`config.mk`:
```
export PLATFORM = sky130hd
export DESIGN_NAME = net_irq_agg
export DESIGN_NICKNAME = d
export VERILOG_FILES = /design/src/rtl/irq_agg_pkg.sv /design/src/rtl/irq_agg_decode.sv /design/src/rtl/irq_agg_mgmt.sv /design/src/rtl/irq_agg_main.sv /design/src/rtl/irq_agg_rstreq.sv /design/src/rtl/net_irq_agg.sv
export SDC_FILE = /design/constraint.sdc
export NUM_CORES = 1
export LEC_CHECK = 0
export BUFFER_PORTS_ARGS = -buffer_cell sky130_fd_sc_hd__buf_2
export CELL_PAD_IN_SITES_DETAIL_PLACEMENT = 1
export CELL_PAD_IN_SITES_GLOBAL_PLACEMENT = 1
export CORE_ASPECT_RATIO = 1.1
export CORE_MARGIN = 2
export CORE_UTILIZATION = 48
export CTS_BUF_LIST = sky130_fd_sc_hd__clkbuf_4 sky130_fd_sc_hd__clkbuf_8 sky130_fd_sc_hd__clkbuf_16
export DETAILED_ROUTE_END_ITERATION = 10
export MAX_ROUTING_LAYER = met4
export PLACE_DENSITY_LB_ADDON = 0.1
export SKIP_CTS_REPAIR_TIMING = 1
export SLEW_MARGIN = 10
export SYNTH_ARGS = -nofsm -noshare
export SYNTH_HDL_FRONTEND = slang
export SYNTH_SLANG_ARGS = --single-unit
```
`constraint.sdc`:
```
create_clock -name clk_i -period 3.4 [get_ports clk_i]
set_clock_uncertainty 0.1 [all_clocks]
set_input_delay 0.17 -clock clk_i [delete_from_list [all_inputs] [get_ports clk_i]]
set_output_delay 0.17 -clock clk_i [all_outputs]
set_load 0.02 [all_outputs]
```
`src/rtl/irq_agg_pkg.sv`:
```
package irq_agg_pkg;
  localparam int NEVT    = 4;
  localparam int SUM_BIT = 23;
  // event input order: rx_done, rx_nodesc, tx_desc, tx_idle
  localparam int EVT_POS [NEVT] = '{16, 17, 24, 25};

  localparam logic [11:0] OFF_RST      = 12'h000;
  localparam logic [11:0] OFF_STAT     = 12'h100;
  localparam logic [11:0] OFF_MASK     = 12'h104;
  localparam logic [11:0] OFF_STAT_ALT = 12'h108;
  localparam logic [11:0] OFF_MASK_ALT = 12'h10C;
  localparam logic [11:0] OFF_GSTAT    = 12'h200;
  localparam logic [11:0] OFF_GMASK    = 12'h204;

  localparam logic [31:0] MASK_RST  = 32'hFF7F_FFFF;

  typedef struct packed {
    logic rst;
    logic stat;
    logic mask;
    logic gstat;
    logic gmask;
  } reg_sel_t;
endpackage

```
`src/rtl/irq_agg_decode.sv`:
```
module irq_agg_decode
  import irq_agg_pkg::*;
#(
  parameter int AW = 12
) (
  input  logic          clk_i,
  input  logic          rst_ni,
  input  logic          req_i,
  input  logic          we_i,
  input  logic [AW-1:0] addr_i,
  output reg_sel_t      rd_o,
  output reg_sel_t      wr_o
);
  reg_sel_t sel;

  always_comb begin
    sel = '0;
    if (addr_i == AW'(OFF_RST))                                    sel.rst   = 1'b1;
    if (addr_i == AW'(OFF_STAT) || addr_i == AW'(OFF_STAT_ALT))    sel.stat  = 1'b1;
    if (addr_i == AW'(OFF_MASK) || addr_i == AW'(OFF_MASK_ALT))    sel.mask  = 1'b1;
    if (addr_i == AW'(OFF_GSTAT))                                  sel.gstat = 1'b1;
    if (addr_i == AW'(OFF_GMASK))                                  sel.gmask = 1'b1;
  end

  assign rd_o = (req_i && !we_i) ? sel : '0;
  assign wr_o = (req_i &&  we_i) ? sel : '0;

  // second names reach the same registers
  p_alias_stat_r7: assert property (@(posedge clk_i) disable iff (!rst_ni)
    (req_i && addr_i == AW'(OFF_STAT_ALT)) |-> (rd_o.stat || wr_o.stat));
  p_alias_mask_r7: assert property (@(posedge clk_i) disable iff (!rst_ni)
    (req_i && addr_i == AW'(OFF_MASK_ALT)) |-> (rd_o.mask || wr_o.mask));
  p_one_target_r9: assert property (@(posedge clk_i) disable iff (!rst_ni)
    $onehot0({rd_o, wr_o}));
endmodule

```
`src/rtl/irq_agg_mgmt.sv`:
```
module irq_agg_mgmt #(
  parameter int MGW = 16
) (
  input  logic           clk_i,
  input  logic           rst_ni,
  input  logic [MGW-1:0] evt_i,
  input  logic           rd_i,
  input  logic           wr_mask_i,
  input  logic [MGW-1:0] wdata_i,
  output logic [MGW-1:0] stat_o,
  output logic [MGW-1:0] mask_o,
  output logic           summary_o
);
  logic [MGW-1:0] stat_q, mask_q;

  always_ff @(posedge clk_i or negedge rst_ni) begin
    if (!rst_ni) begin
      stat_q <= '0;
      mask_q <= '1;
    end else begin
      stat_q <= (rd_i ? '0 : stat_q) | evt_i;
      if (wr_mask_i) mask_q <= wdata_i;
    end
  end

  assign stat_o    = stat_q;
  assign mask_o    = mask_q;
  assign summary_o = |(stat_q & ~mask_q);

  p_rdclr_r5: assert property (@(posedge clk_i) disable iff (!rst_ni)
    (rd_i && evt_i == '0) |=> stat_q == '0);
  p_set_wins_r5: assert property (@(posedge clk_i) disable iff (!rst_ni)
    (evt_i != '0) |=> ((stat_q & $past(evt_i)) == $past(evt_i)));
endmodule

```
`src/rtl/irq_agg_main.sv`:
```
module irq_agg_main
  import irq_agg_pkg::*;
#(
  parameter int DW = 32
) (
  input  logic            clk_i,
  input  logic            rst_ni,
  input  logic [NEVT-1:0] evt_i,
  input  logic            rd_i,
  input  logic            wr_stat_i,
  input  logic            wr_mask_i,
  input  logic [DW-1:0]   wdata_i,
  input  logic            summary_i,
  output logic [DW-1:0]   stat_o,
  output logic [DW-1:0]   mask_o
);
  localparam logic [DW-1:0] SUM_M = DW'(1) << SUM_BIT;

  logic [DW-1:0] stat_q, mask_q, evt_vec, base;

  always_comb begin
    evt_vec = '0;
    for (int i = 0; i < NEVT; i++) evt_vec[EVT_POS[i]] = evt_i[i];
  end

  always_comb begin
    base = stat_q;
    if (wr_stat_i)  base = wdata_i & ~SUM_M;
    else if (rd_i)  base = '0;
  end

  always_ff @(posedge clk_i or negedge rst_ni) begin
    if (!rst_ni) begin
      stat_q <= '0;
      mask_q <= DW'(MASK_RST);
    end else begin
      stat_q <= base | evt_vec;
      if (wr_mask_i) mask_q <= wdata_i;
    end
  end

  assign stat_o = stat_q | (summary_i ? SUM_M : '0);
  assign mask_o = mask_q;

  for (genvar g = 0; g < NEVT; g++) begin : g_evt
    p_evt_set_r2: assert property (@(posedge clk_i) disable iff (!rst_ni)
      evt_i[g] |=> stat_q[EVT_POS[g]]);
  end

  p_rdclr_r3: assert property (@(posedge clk_i) disable iff (!rst_ni)
    (rd_i && !wr_stat_i && evt_i == '0) |=> stat_q == '0);
  p_summary_r4: assert property (@(posedge clk_i) disable iff (!rst_ni)
    stat_o[SUM_BIT] == summary_i);
endmodule

```
`src/rtl/irq_agg_rstreq.sv`:
```
module irq_agg_rstreq #(
  parameter int NENG = 2
) (
  input  logic            clk_i,
  input  logic            rst_ni,
  input  logic            wr_i,
  input  logic [NENG-1:0] wbits_i,
  input  logic [NENG-1:0] done_i,
  output logic [NENG-1:0] req_o
);
  logic [NENG-1:0] req_q;

  for (genvar e = 0; e < NENG; e++) begin : g_eng
    always_ff @(posedge clk_i or negedge rst_ni) begin
      if (!rst_ni)                   req_q[e] <= 1'b0;
      else if (wr_i && wbits_i[e])   req_q[e] <= 1'b1;
      else if (done_i[e])            req_q[e] <= 1'b0;
    end

    p_hold_r8: assert property (@(posedge clk_i) disable iff (!rst_ni)
      (req_q[e] && !done_i[e]) |=> req_q[e]);
    p_done_clr_r8: assert property (@(posedge clk_i) disable iff (!rst_ni)
      (done_i[e] && !(wr_i && wbits_i[e])) |=> !req_q[e]);
  end

  assign req_o = req_q;
endmodule

```
`src/rtl/net_irq_agg.sv`:
```
module net_irq_agg
  import irq_agg_pkg::*;
#(
  parameter int AW  = 12,
  parameter int DW  = 32,
  parameter int MGW = 16
) (
  input  logic           clk_i,
  input  logic           rst_ni,
  input  logic           req_i,
  input  logic           we_i,
  input  logic [AW-1:0]  addr_i,
  input  logic [DW-1:0]  wdata_i,
  output logic [DW-1:0]  rdata_o,
  input  logic           rx_done_i,
  input  logic           rx_nodesc_i,
  input  logic           tx_desc_i,
  input  logic           tx_idle_i,
  input  logic [MGW-1:0] mgmt_evt_i,
  input  logic           tx_rst_done_i,
  input  logic           rx_rst_done_i,
  output logic           tx_rst_req_o,
  output logic           rx_rst_req_o,
  output logic           irq_o
);
  reg_sel_t       rd_sel, wr_sel;
  logic [DW-1:0]  stat_eff, mask, rd_d, rdata_q;
  logic [MGW-1:0] gstat, gmask;
  logic           summary, irq_q;
  logic [1:0]     rst_req;

  irq_agg_decode #(.AW(AW)) u_dec (
    .clk_i, .rst_ni, .req_i, .we_i, .addr_i,
    .rd_o(rd_sel), .wr_o(wr_sel)
  );

  irq_agg_mgmt #(.MGW(MGW)) u_mgmt (
    .clk_i, .rst_ni,
    .evt_i(mgmt_evt_i), .rd_i(rd_sel.gstat), .wr_mask_i(wr_sel.gmask),
    .wdata_i(wdata_i[MGW-1:0]),
    .stat_o(gstat), .mask_o(gmask), .summary_o(summary)
  );

  irq_agg_main #(.DW(DW)) u_main (
    .clk_i, .rst_ni,
    .evt_i({tx_idle_i, tx_desc_i, rx_nodesc_i, rx_done_i}),
    .rd_i(rd_sel.stat), .wr_stat_i(wr_sel.stat), .wr_mask_i(wr_sel.mask),
    .wdata_i, .summary_i(summary),
    .stat_o(stat_eff), .mask_o(mask)
  );

  irq_agg_rstreq #(.NENG(2)) u_rst (
    .clk_i, .rst_ni,
    .wr_i(wr_sel.rst), .wbits_i(wdata_i[1:0]),
    .done_i({rx_rst_done_i, tx_rst_done_i}), .req_o(rst_req)
  );

  always_comb begin
    rd_d = '0;
    if (rd_sel.rst)   rd_d = DW'(rst_req);
    if (rd_sel.stat)  rd_d = stat_eff;
    if (rd_sel.mask)  rd_d = mask;
    if (rd_sel.gstat) rd_d = DW'(gstat);
    if (rd_sel.gmask) rd_d = DW'(gmask);
  end

  always_ff @(posedge clk_i or negedge rst_ni) begin
    if (!rst_ni) begin
      rdata_q <= '0;
      irq_q   <= 1'b0;
    end else begin
      if (req_i && !we_i) rdata_q <= rd_d;
      irq_q <= |(stat_eff & ~mask);
    end
  end

  assign rdata_o      = rdata_q;
  assign irq_o        = irq_q;
  assign tx_rst_req_o = rst_req[0];
  assign rx_rst_req_o = rst_req[1];

  p_mask_all_r6: assert property (@(posedge clk_i) disable iff (!rst_ni)
    (mask == '1) |=> !irq_o);
  p_unmapped_rd_r9: assert property (@(posedge clk_i) disable iff (!rst_ni)
    (req_i && !we_i && rd_sel == '0) |=> rdata_o == '0);
  p_rd_hold_r9: assert property (@(posedge clk_i) disable iff (!rst_ni)
    !(req_i && !we_i) |=> $stable(rdata_o));
endmodule

```
==> flow_summary.json <==
{
  "ir_worst_vdd_v": 0.000262,
  "slowest_stage": "dlygate4sd3_1",
  "ios": 105,
  "totalWireLength_um": 19200,
  "ant_nets": 0,
  "dieArea_um2": 13400,
  "post_drt_via_cell_ratio": 5.86,
  "grt_max_degree": 70,
  "r2r_end": "rdata_o[23]$_DFFE_PN0P_",
  "vias": 4921,
  "fmax_mhz": 379,
  "hold_path_depth": 5,
  "grt_pass1_wl_um": 28000,
  "synth_edf_count": 0,
  "path_max_fanout": 14,
  "initial_utilization_pct": 49.5,
  "synth_nets": 579,
  "ys_warn_count": 0,
  "holdPathEnd": "rdata_o[8]$_DFFE_PN0P_",
  "num_rows": 42,
  "max_slew_margin_pct": 25.0,
  "max_slew.worst_pin.slew_ns": 1.13,
  "r2r_slack_ns": 1.12,
  "async_flop_share_pct": 100,
  "drt_first_iter_violations": 281,
  "fin_setup_tns_ns": 0,
  "cp_top_family": "simple AND/OR/NAND/NOR gates",
  "worstRegToRegCells": 5,
  "cts_buffer_depth": 2,
  "cts-root-buf": "clkbuf_16",
  "die_w_um": 111,
  "yosysSeqAreaShare_pct": 55.1,
  "clkLatencyLatePin_ns": 0.42,
  "drive_gt1_share_pct": 36.4,
  "crit_chain": "buf_2 -> nor4_4 -> nand3b_1 -> nor2_2 -> nand2_1 -> a221o_1 -> dlygate4sd3_1",
  "synth_top_flop_cell": "dfrtp_1",
  "antenna_cells": 0,
  "drc_errors": 0,
  "critPathKind": "primary input to flop",
  "groute.usage.overall_pct": 28.2,
  "layout.cells.non_filler": 840,
  "required_ns": 3.60,
  "io_buffers": 104,
  "drt-pass1-iter-count": 4,
  "wl_per_cell_um": 22.9,
  "cp-end-kind": "flop",
  "cts.sinks": 130,
  "tritoncts": "built",
  "numCtsBuffers": 17,
  "setup_viol": 0,
  "min_from": "we_i",
  "ys_ff_latch": 130,
  "gp_congestion": 0.920,
  "synth_cell_types": 45,
  "fin_crit_ns": 2.64,
  "nets": 743,
  "die_h_um": 121,
  "areaGrowthSynthToFinish_pct": 31.3,
  "h-tree-depth": 4,
  "clkTransAtPathRegs_ns": 0.06,
  "grt_pass1_vias": 5000,
  "max_stage_delay_ns": 0.57,
  "slew_viol_final": 0,
  "hold_class": "primary input to flop",
  "maxCapViolations": 0,
  "crit_buf_inv": 2,
  "synth_top_area_share_pct": 34.6,
  "antenna_found_initial": 0,
  "synth_area_leaders": "dfrtp_1, dfstp_2, mux2_4",
  "synth_area_per_cell_um2": 11.8,
  "dp_cells": 748,
  "syn_inst": 509,
  "fin_crit_sh_pct": 77.7,
  "status": "finished, final reports clean",
  "rsz0062_at_grt": "no",
  "overflow": 0,
  "finalHoldViolCount": 0,
  "hpwl_um": 11700,
  "power.density_nw_per_um2": 472,
  "worstReg2RegStart": "u_mgmt.mask_o[10]$_DFFE_PN1P_",
  "arrival_ns": 2.84,
  "cp-start-kind": "primary input",
  "core_area_um2": 12100,
  "netlist_area_um2": 6010,
  "p_leak_nw": 3.61,
  "synth_area_leader_cell": "dfrtp_1"
}
report_power, final:
group	leakage [nW]	internal [mW]	switching, mW
registers	1.52	1.57	0.0146
clock network	0.303	1.20	0.688
logic	1.79	0.113	0.140
total	3.61	2.88	0.843
metal layers:
metal / vias up / track usage (%) / share of wire, %
met5: - / - / 0
met4: 0 / 10.2 / 1.9
met3: 32 / 5.44 / 3.7
met2: 144 / 46.8 / 52
met1: 2576 / 34.9 / 42
li1: 2169 / - / -
registers in the layout, indices dropped and copies added (netlist names):
register       flops
irq_o              1
rdata_o           32
u_main.mask_o     32
u_main.stat_q     31
u_mgmt.mask_o     16
u_mgmt.stat_o     16
u_rst.req_o        2
synth_stat cells (3+ instances only):
cell        n
dfrtp_1    83
dfstp_2    47
inv_1      43
mux2_4     30
nand2_1    30
a22o_1     29
o22ai_1    25
a21oi_1    24
mux2i_1    24
clkbuf_1   22
o21ai_0    20
mux2_2     18
a21o_1     16
nor2_1     13
nor2b_1    13
a22oi_1     7
a2bb2oi_1   6
a221o_1     5
o221ai_1    5
nor3_1      4
nor4_1      4
a221oi_1    3
and2_1      3
and3_1      3
buf_6       3
nand2b_1    3
nand3_1     3
or3_1       3
area by class of cell:
class,count,area [um^2]
Tap cell,154,193
Sequential cell,130,3310
Timing Repair Buffer,175,1220
Fill cell,1237,4250
Clock inverter,11,136
Multi-Input combinational cell,306,2400
Inverter,43,161
Clock buffer,21,468
cell families after synthesis:
logic type      after synthesis  synth area share [%]
compound gates              147                  17.3
buf+inv                      73                  5.06
flops                       130                  55.1
mux                          72                  14.9
simple gates                 87                  7.68
placed cells by master (no fill, tap or decap), types with 25 or more instances in the layout:
| cell type | n |
|---|---|
| dfstp_2 | 47 |
| inv_1 | 43 |
| dlygate4sd3_1 | 60 |
| buf_2 | 103 |
| mux2_4 | 30 |
| a22o_1 | 29 |
| o22ai_1 | 25 |
| dfrtp_1 | 83 |
| nand2_1 | 30 |
worst max-delay path by stage:
stage	startpoint	end	slack, ns	cells past startpoint
final	addr_i[1]	u_main.stat_q[25]$_DFF_PN0_	0.76	7
after global routing	addr_i[1]	u_main.stat_q[25]$_DFF_PN0_	0.59	7
after CTS	u_mgmt.mask_o[10]$_DFFE_PN1P_	rdata_o[23]$_DFFE_PN0P_	1.07	5
after detailed placement	addr_i[1]	u_main.mask_o[23]$_DFFE_PN0P_	0.70	5
after global placement	addr_i[1]	u_main.mask_o[23]$_DFFE_PN0P_	0.81	5
after floorplan	addr_i[9]	u_main.mask_o[23]$_DFFE_PN0P_	1.50	5
worst register-to-register path: stages, from the launching register on:
cell	delay (ns)
dfstp_2	0.55
inv_1	0.05
a2111oi_0	0.58
o2111ai_1	0.28
o41ai_1	0.44
o21ai_0	0.15
through the flow:
| stage | utilization, % | hold WS [ns] | power [mW] | instance area (um^2) | worst slack [ns] |
|---|---|---|---|---|---|
| after floorplan | - | -0.226 | 1.68 | 6010 | 1.50 |
| after global placement | 55.1 | 0.208 | 1.80 | 6690 | 0.806 |
| after detailed placement | 55.1 | 0.210 | 1.80 | 6690 | 0.704 |
| after CTS | 60.0 | -0.225 | 3.67 | 7290 | 1.07 |
| after global routing | 65.0 | 0.239 | 3.83 | 7890 | 0.592 |
| final | 65.0 | 0.216 | 3.72 | 7890 | 0.760 |
Power figures use the tool's default switching activity.
